<file path="src/rtl/i2cs_pkg.sv">
package i2cs_pkg;
  localparam int unsigned RELOAD_W    = 7;
  localparam int unsigned SYNC_STAGES = 2;

  typedef enum logic [2:0] {
    ST_IDLE   = 3'd0,
    ST_GRAB   = 3'd1,
    ST_SETUP  = 3'd2,
    ST_RELSCL = 3'd3,
    ST_HOLD   = 3'd4,
    ST_RELSDA = 3'd5,
    ST_SETTLE = 3'd6
  } stop_state_e;
endpackage

</file>
<file path="src/rtl/i2cs_rst_sync.sv">
module i2cs_rst_sync (
  input  logic clk,
  input  logic rst_n,
  output logic rst_n_sync
);
  logic meta_q;
  logic hold_q;

  always_ff @(posedge clk or negedge rst_n) begin
    if (!rst_n) begin
      meta_q <= 1'b0;
      hold_q <= 1'b0;
    end else begin
      meta_q <= 1'b1;
      hold_q <= meta_q;
    end
  end

  assign rst_n_sync = hold_q;
endmodule

</file>
<file path="src/rtl/i2cs_sync.sv">
module i2cs_sync #(
  parameter int unsigned WIDTH  = 2,
  parameter int unsigned STAGES = 2
) (
  input  logic             clk,
  input  logic             rst_n,
  input  logic [WIDTH-1:0] d,
  output logic [WIDTH-1:0] q
);
  logic [WIDTH-1:0] stage_q [STAGES];

  for (genvar i = 0; i < STAGES; i++) begin : g_stage
    if (i == 0) begin : g_first
      always_ff @(posedge clk or negedge rst_n) begin
        if (!rst_n) stage_q[i] <= '1;
        else        stage_q[i] <= d;
      end
    end else begin : g_next
      always_ff @(posedge clk or negedge rst_n) begin
        if (!rst_n) stage_q[i] <= '1;
        else        stage_q[i] <= stage_q[i-1];
      end
    end
  end

  assign q = stage_q[STAGES-1];
endmodule

</file>
<file path="src/rtl/i2cs_baud.sv">
module i2cs_baud #(
  parameter int unsigned W = 7
) (
  input  logic         clk,
  input  logic         rst_n,
  input  logic         load,
  input  logic [W-1:0] load_val,
  output logic         expired
);
  localparam logic [W-1:0] ONE = W'(1);

  logic [W-1:0] cnt_q;
  logic [W-1:0] cnt_d;

  always_comb begin
    cnt_d = cnt_q;
    if (load) begin
      cnt_d = (load_val == '0) ? ONE : load_val;
    end else if (cnt_q != '0) begin
      cnt_d = cnt_q - ONE;
    end
  end

  always_ff @(posedge clk or negedge rst_n) begin
    if (!rst_n) cnt_q <= '0;
    else        cnt_q <= cnt_d;
  end

  assign expired = (cnt_q == ONE);

  AST_CNT_PARKED: assert property (@(posedge clk) disable iff (!rst_n)
    (cnt_q == '0 && !load) |=> (cnt_q == '0));
  AST_CNT_STEP: assert property (@(posedge clk) disable iff (!rst_n)
    (cnt_q > ONE && !load) |=> (cnt_q == $past(cnt_q) - ONE));
  AST_LOAD_NONZERO: assert property (@(posedge clk) disable iff (!rst_n)
    load |=> (cnt_q != '0));
endmodule

</file>
<file path="src/rtl/i2cs_fsm.sv">
module i2cs_fsm
  import i2cs_pkg::*;
#(
  parameter int unsigned W      = RELOAD_W,
  parameter int unsigned SETTLE = SYNC_STAGES
) (
  input  logic         clk,
  input  logic         rst_n,
  input  logic         stop_go,
  input  logic [W-1:0] reload,
  input  logic         coll_clear,
  input  logic         s_sda,
  input  logic         s_scl,
  input  logic         baud_exp,
  output logic         baud_load,
  output logic [W-1:0] baud_val,
  output logic         sda_pull_low,
  output logic         scl_pull_low,
  output logic         stop_done,
  output logic         bus_coll
);
  localparam logic [W-1:0] SETTLE_LEN = W'(SETTLE);

  stop_state_e state_q, state_d;
  logic        sda_drv_q, sda_drv_d;
  logic        scl_drv_q, scl_drv_d;
  logic        done_q, done_d;
  logic        coll_q, coll_d;
  logic        coll_set;
  logic        use_settle;

  // next state
  always_comb begin
    state_d    = state_q;
    baud_load  = 1'b0;
    use_settle = 1'b0;
    coll_set   = 1'b0;
    done_d     = 1'b0;
    unique case (state_q)
      ST_IDLE: begin
        if (stop_go) state_d = ST_GRAB;
      end
      ST_GRAB: begin
        if (!s_sda) begin
          state_d   = ST_SETUP;
          baud_load = 1'b1;
        end
      end
      ST_SETUP: begin
        if (baud_exp) state_d = ST_RELSCL;
      end
      ST_RELSCL: begin
        if (s_scl) begin
          state_d   = ST_HOLD;
          baud_load = 1'b1;
        end
      end
      ST_HOLD: begin
        if (!s_scl) begin
          state_d  = ST_IDLE;
          coll_set = 1'b1;
        end else if (baud_exp) begin
          state_d   = ST_RELSDA;
          baud_load = 1'b1;
        end
      end
      ST_RELSDA: begin
        if (!s_scl && !s_sda) begin
          state_d  = ST_IDLE;
          coll_set = 1'b1;
        end else if (baud_exp) begin
          state_d    = ST_SETTLE;
          baud_load  = 1'b1;
          use_settle = 1'b1;
        end
      end
      ST_SETTLE: begin
        if (!s_scl && !s_sda) begin
          state_d  = ST_IDLE;
          coll_set = 1'b1;
        end else if (baud_exp) begin
          state_d  = ST_IDLE;
          coll_set = !s_sda;
          done_d   = s_sda;
        end
      end
      default: state_d = ST_IDLE;
    endcase
  end

  // pin drive derived from the next state, registered
  always_comb begin
    sda_drv_d = (state_d == ST_GRAB)   || (state_d == ST_SETUP) ||
                (state_d == ST_RELSCL) || (state_d == ST_HOLD);
    scl_drv_d = (state_d == ST_GRAB)   || (state_d == ST_SETUP);
    coll_d    = coll_set || (coll_q && !coll_clear);
  end

  assign baud_val = use_settle ? SETTLE_LEN : reload;

  always_ff @(posedge clk or negedge rst_n) begin
    if (!rst_n) begin
      state_q   <= ST_IDLE;
      sda_drv_q <= 1'b0;
      scl_drv_q <= 1'b0;
      done_q    <= 1'b0;
      coll_q    <= 1'b0;
    end else begin
      state_q   <= state_d;
      sda_drv_q <= sda_drv_d;
      scl_drv_q <= scl_drv_d;
      done_q    <= done_d;
      coll_q    <= coll_d;
    end
  end

  assign sda_pull_low = sda_drv_q;
  assign scl_pull_low = scl_drv_q;
  assign stop_done    = done_q;
  assign bus_coll     = coll_q;

  AST_SCL_AFTER_SDA: assert property (@(posedge clk) disable iff (!rst_n)
    $fell(scl_drv_q) |-> sda_drv_q);
  AST_STRETCH_HOLDS_SDA: assert property (@(posedge clk) disable iff (!rst_n)
    (state_q == ST_RELSCL && !s_scl) |=> sda_drv_q);
  AST_DONE_ONE_CYCLE: assert property (@(posedge clk) disable iff (!rst_n)
    done_q |=> !done_q);
  AST_NO_DONE_ON_COLL: assert property (@(posedge clk) disable iff (!rst_n)
    $rose(coll_q) |-> !done_q);
  AST_COLL_RELEASES: assert property (@(posedge clk) disable iff (!rst_n)
    $rose(coll_q) |-> (!sda_drv_q && !scl_drv_q));
  AST_BUSY_IGNORES_GO: assert property (@(posedge clk) disable iff (!rst_n)
    (state_q == ST_HOLD && stop_go && s_scl && !baud_exp) |=> (state_q == ST_HOLD));
  AST_FLAG_STICKY: assert property (@(posedge clk) disable iff (!rst_n)
    (coll_q && !coll_clear) |=> coll_q);
endmodule

</file>
<file path="src/rtl/i2c_stop_gen.sv">
module i2c_stop_gen
  import i2cs_pkg::*;
(
  input  logic                clk,
  input  logic                rst_n,
  input  logic                stop_go,
  input  logic [RELOAD_W-1:0] reload,
  input  logic                coll_clear,
  input  logic                sda_level,
  input  logic                scl_level,
  output logic                sda_pull_low,
  output logic                scl_pull_low,
  output logic                stop_done,
  output logic                bus_coll
);
  logic                rst_n_int;
  logic [1:0]          lines_s;
  logic                baud_load;
  logic [RELOAD_W-1:0] baud_val;
  logic                baud_exp;

  i2cs_rst_sync u_rst (
    .clk        (clk),
    .rst_n      (rst_n),
    .rst_n_sync (rst_n_int)
  );

  i2cs_sync #(.WIDTH(2), .STAGES(SYNC_STAGES)) u_sync (
    .clk   (clk),
    .rst_n (rst_n_int),
    .d     ({sda_level, scl_level}),
    .q     (lines_s)
  );

  i2cs_baud #(.W(RELOAD_W)) u_baud (
    .clk      (clk),
    .rst_n    (rst_n_int),
    .load     (baud_load),
    .load_val (baud_val),
    .expired  (baud_exp)
  );

  i2cs_fsm #(.W(RELOAD_W), .SETTLE(SYNC_STAGES)) u_fsm (
    .clk          (clk),
    .rst_n        (rst_n_int),
    .stop_go      (stop_go),
    .reload       (reload),
    .coll_clear   (coll_clear),
    .s_sda        (lines_s[1]),
    .s_scl        (lines_s[0]),
    .baud_exp     (baud_exp),
    .baud_load    (baud_load),
    .baud_val     (baud_val),
    .sda_pull_low (sda_pull_low),
    .scl_pull_low (scl_pull_low),
    .stop_done    (stop_done),
    .bus_coll     (bus_coll)
  );
endmodule

</file>
<file path="config.mk">
export PLATFORM = sky130hd
export DESIGN_NAME = i2c_stop_gen
export DESIGN_NICKNAME = d
export VERILOG_FILES = /design/src/rtl/i2cs_pkg.sv /design/src/rtl/i2cs_rst_sync.sv /design/src/rtl/i2cs_sync.sv /design/src/rtl/i2cs_baud.sv /design/src/rtl/i2cs_fsm.sv /design/src/rtl/i2c_stop_gen.sv
export SDC_FILE = /design/constraint.sdc
export NUM_CORES = 1
export LEC_CHECK = 0
export CAP_MARGIN = 10
export CORE_MARGIN = 1
export CORE_UTILIZATION = 52
export CTS_CLUSTER_DIAMETER = 40
export DETAILED_ROUTE_END_ITERATION = 12
export GPL_ROUTABILITY_DRIVEN = 0
export PLACE_DENSITY = 0.77
export SYNTH_ARGS = -nofsm -noshare
export SYNTH_HDL_FRONTEND = slang
export SYNTH_SLANG_ARGS = --single-unit
</file>
<file path="constraint.sdc">
create_clock -name clk -period 0.8 [get_ports clk]
set_input_delay 0.16 -clock clk [delete_from_list [all_inputs] [get_ports clk]]
set_output_delay 0.16 -clock clk [all_outputs]
set_load 0.05 [all_outputs]
</file>
==> PnR_summary.wiki <==
{| class="wikitable"
! Metric !! Value
|-
| Critical path data required time || 1.01 ns
|-
| Minimum setup slack in the final design || -1.08 ns
|-
| Global Route Usage Sum || 29.2%
|-
| Internal power consumption || between 3 and 4 mW
|-
| Async S/R FF share, synth || 100%
|-
| Final Cell Area || between 0.0015 and 0.002 mm^2
|-
| Initial antenna violation count || 0
|-
| Via count of the first global-routing pass || between 1,000 and 1,500
|-
| Period utilization || 235%
|-
| # DRC || 0
|-
| Remaining global-route overflow || 0
|-
| Clock slew at the register clock pins of the worst setup and hold paths || ~0.14 ns
|-
| Via count normalized by instance count || between 6 and 7
|-
| Die W || just under 50 um
|-
| Maximum clock path buffer count || 2
|-
| Core Box Area || around 0.0020 mm^2
|-
| Post-route clock skew || between 0.015 and 0.02 ns
|-
| Total clock sinks || 20
|-
| Data arrival time of the critical path || between 2 and 2.5 ns
|-
| Clock latency reported for the late side of the worst-skew pair || ~0.32 ns
|-
| Lkg Pwr || approximately 0.80 nW
|-
| Kind of critical path || reg2reg
|-
| Unique cell type count in the Yosys netlist || 46
|-
| Kind of end point of the critical path || flip-flop
|-
| Number of inserted diodes || 0
|-
| P_sw || slightly below 3 mW
|-
| Fmax || 0.532 GHz
|-
| Reported max-cap violation count || 0
|-
| Total Wirelength || 4400 um
|-
| Number of slew-limit violations in the final report || 0
|-
| Hold WS || 0.147 ns
|-
| Vert. Die Dim || between 40 and 50 um
|-
| Number of I/O port buffers || 16
|-
| Syn_nets || ~130
|-
| Switching power as a share of total power || 42.5%
|-
| Worst IR Drop VDD || 3.86 mV
|-
| Part of the total power dissipated in the clock network || around an eighth
|-
| Placed instance area || ~0.0016 mm^2
|-
| TritonCTS clock tree || built
|-
| Library cell used as clock root buffer || sky130_fd_sc_hd__clkbuf_4
|-
| Wire length of the first global-routing pass || around 5200 um
|-
| Sequential area share after synthesis || about 44%
|-
| Finish-stage setup viols || 18
|-
| Outcome || finished, violations left
|-
| Rows || 16
|-
| Remaining antenna violation count || 0
|-
| Sum of net half-perimeters after detailed placement || ~2000 um
|-
| HP Class || reg2async
|-
| Cell area after synthesis || ~0.0011 mm^2
|-
| Initial detailed-routing violation count || 57
|-
| Final Critical Period || roughly 1.9 ns
|-
| Number of enable-type register cells in the synthesized netlist || 0
|-
| Reg power frac || approximately 26%
|-
| Clock H-tree levels || 1
|-
| Post-synthesis cell count || 115
|-
| Maximum fanout count along the critical path || 8
|-
| Detailed-router iteration count before antenna repair || 4
|-
| Detailed-route via count || about 1,200
|-
| Failing checks || setup timing
|-
| Post-synthesis register bit count || 20
|-
| Main flop type after synthesis || sky130_fd_sc_hd__dfrtp_1
|-
| Total die area || about 0.0024 mm^2
|-
| Final net count || 183
|-
| Fraction of synthesized cell area taken by the top area cell type || a little over a third
|-
| Commonest cells in the netlist || 16 x sky130_fd_sc_hd__dfrtp_1, 8 x sky130_fd_sc_hd__nor2_1, 7 x sky130_fd_sc_hd__nand2_1, 7 x sky130_fd_sc_hd__nand3_1, 5 x sky130_fd_sc_hd__inv_1
|-
| Synth area leader || sky130_fd_sc_hd__dfrtp_1
|-
| Layout-stage area growth over the synthesis result || 61.7%
|-
| Number of hold violations in the final report || 0
|-
| Largest net degree at the start of global routing || 15
|-
| Number of top-level design ports || 17
|-
| Largest cells by area after synthesis || sky130_fd_sc_hd__dfrtp_1 35%, sky130_fd_sc_hd__dfstp_2 9.2%, sky130_fd_sc_hd__ha_1 3.3%
|-
| Synthesis warning total || 0
|-
| Cell Pwr Density || ~3700 mW/mm^2
|-
| Avg WL per Cell || roughly 23 um
|-
| Starting density of the core || 56.7%
|-
| CTS Buf Count || 3
|-
| Mean cell area of the mapped netlist || 9.98 um^2
|-
| Startpoint Class || flip-flop
|-
| Setup repair after global routing missed its margin || true
|-
| Count leader, synth || sky130_fd_sc_hd__dfrtp_1
|-
| Combinational Power Share || between 60 and 70%
|-
| Share of layout cells above drive strength 1 || a little under half
|}
[state kept, by name, indices dropped and copies added, names as in the netlist]
name                flops
u_baud.cnt_q            7
u_fsm.bus_coll          1
u_fsm.scl_pull_low      1
u_fsm.sda_pull_low      1
u_fsm.state_q           3
u_fsm.stop_done         1
u_rst.meta_q            1
u_rst.rst_n_sync        1
u_sync.q                2
u_sync.stage_q          2
[power by group through the flow]
stage	Sequential, mW	Clock (mW)	Combinational [mW]
after floorplan	1.88	0	1.64
after global placement	1.66	0	3.03
after detailed placement	1.68	0	3.13
after CTS	1.67	0.836	3.53
after global routing	1.76	0.906	4.45
final	1.76	0.864	4.26
[per-stage QoR]
stage / util, % / TNS, ns / power, mW / setup slack, ns / cells
2_1_floorplan: - / -10.16 / 3.52 / -0.842 / 115
6_report: 91.8 / -14.23 / 6.88 / -1.08 / 193
3_5_place_dp: 77.7 / -11.03 / 4.81 / -0.912 / 179
4_1_cts: 86.0 / -11.00 / 6.04 / -0.884 / 189
5_1_grt: 91.8 / -14.83 / 7.12 / -1.11 / 193
3_3_place_gp: 77.7 / -10.13 / 4.70 / -0.854 / 179
[layer usage]
layer,routed length [um],track usage (%)
met4,217,9.80
met5,0,0
met1,1770,41.0
met2,2100,47.2
met3,317,2.80
[final cells by class]
| type | instances | area (um^2) |
|---|---|---|
| Inverter | 5 | 18.8 |
| Sequential cell | 20 | 505 |
| Clock buffer | 3 | 22.5 |
| Timing Repair Buffer | 55 | 534 |
| Tap cell | 27 | 33.8 |
| Multi-Input combinational cell | 82 | 711 |
| Fill cell | 77 | 166 |
| Clock inverter | 1 | 30.0 |
[worst paths after layout]
path | startpoint | end | slack (ns) | cells after the start
max | u_baud.cnt_q[4]$_DFFE_PN0P_ | u_fsm.scl_pull_low$_DFF_PN0_ | -1.08 | 6
min | u_rst.rst_n_sync$_DFF_PN0_ | u_baud.cnt_q[0]$_DFFE_PN0P_ | 0.15 | 0
max reg2reg | u_baud.cnt_q[4]$_DFFE_PN0P_ | u_fsm.scl_pull_low$_DFF_PN0_ | -1.08 | 6
min reg2reg | u_rst.rst_n_sync$_DFF_PN0_ | u_baud.cnt_q[0]$_DFFE_PN0P_ | 0.15 | 0
max in group asynchronous | rst_n | u_rst.meta_q$_DFF_PN0_ | 0.14 | 2
min in group clk | scl_level | u_sync.stage_q[2]$_DFF_PN1_ | 0.23 | 1
[what timing repair did]
action / in CTS / in global routing
setup endpoints to repair: 18 / 18
cloned: 0 / 1
hold buffers: 1 / 0
gates resized for setup: 15 / 20
setup buffers: 5 / 3
hold endpoints to repair: 2 / 0
pin swaps: 7 / 4
[critical path, cell delays in order (launching register included)]
cell	delay [ns]
sky130_fd_sc_hd__dfrtp_1	0.46
sky130_fd_sc_hd__nor4_4	0.36
sky130_fd_sc_hd__buf_6	0.20
sky130_fd_sc_hd__and2_4	0.18
sky130_fd_sc_hd__o221ai_4	0.13
sky130_fd_sc_hd__a31o_1	0.24
sky130_fd_sc_hd__and3b_1	0.19
[kinds of logic after synthesis]
logic type | after synthesis | share of synthesized area [%]
fa+ha+maj | 4 | 4.14
simple gates | 45 | 23.0
other cells | 1 | 0.327
buf+inv | 13 | 6.22
mux | 2 | 1.74
xor+xnor | 6 | 4.58
flops | 20 | 44.1
compound gates | 24 | 15.9
[layout by cell type, fill, tap and decap left out, types with 2 or more instances in the layout]
| cell | n |
|---|---|
| sky130_fd_sc_hd__nand3_1 | 3 |
| sky130_fd_sc_hd__clkbuf_4 | 3 |
| sky130_fd_sc_hd__o21ai_1 | 3 |
| sky130_fd_sc_hd__dfstp_2 | 4 |
| sky130_fd_sc_hd__nand3_2 | 3 |
| sky130_fd_sc_hd__dfrtp_1 | 16 |
| sky130_fd_sc_hd__o31ai_2 | 4 |
| sky130_fd_sc_hd__mux2i_1 | 2 |
| sky130_fd_sc_hd__buf_6 | 7 |
| sky130_fd_sc_hd__a31o_1 | 2 |
| sky130_fd_sc_hd__ha_1 | 2 |
| sky130_fd_sc_hd__and3b_1 | 2 |
| sky130_fd_sc_hd__xnor2_1 | 3 |
| sky130_fd_sc_hd__nand3b_1 | 2 |
| sky130_fd_sc_hd__xor2_1 | 3 |
| sky130_fd_sc_hd__nand2_1 | 7 |
| sky130_fd_sc_hd__buf_4 | 30 |
| sky130_fd_sc_hd__buf_12 | 5 |
| sky130_fd_sc_hd__clkdlybuf4s50_1 | 12 |
| sky130_fd_sc_hd__a21oi_1 | 4 |
| sky130_fd_sc_hd__nor2_1 | 7 |
| sky130_fd_sc_hd__inv_1 | 4 |
| sky130_fd_sc_hd__nor3_1 | 3 |
Note: power is estimated with default switching activity, not from simulation.
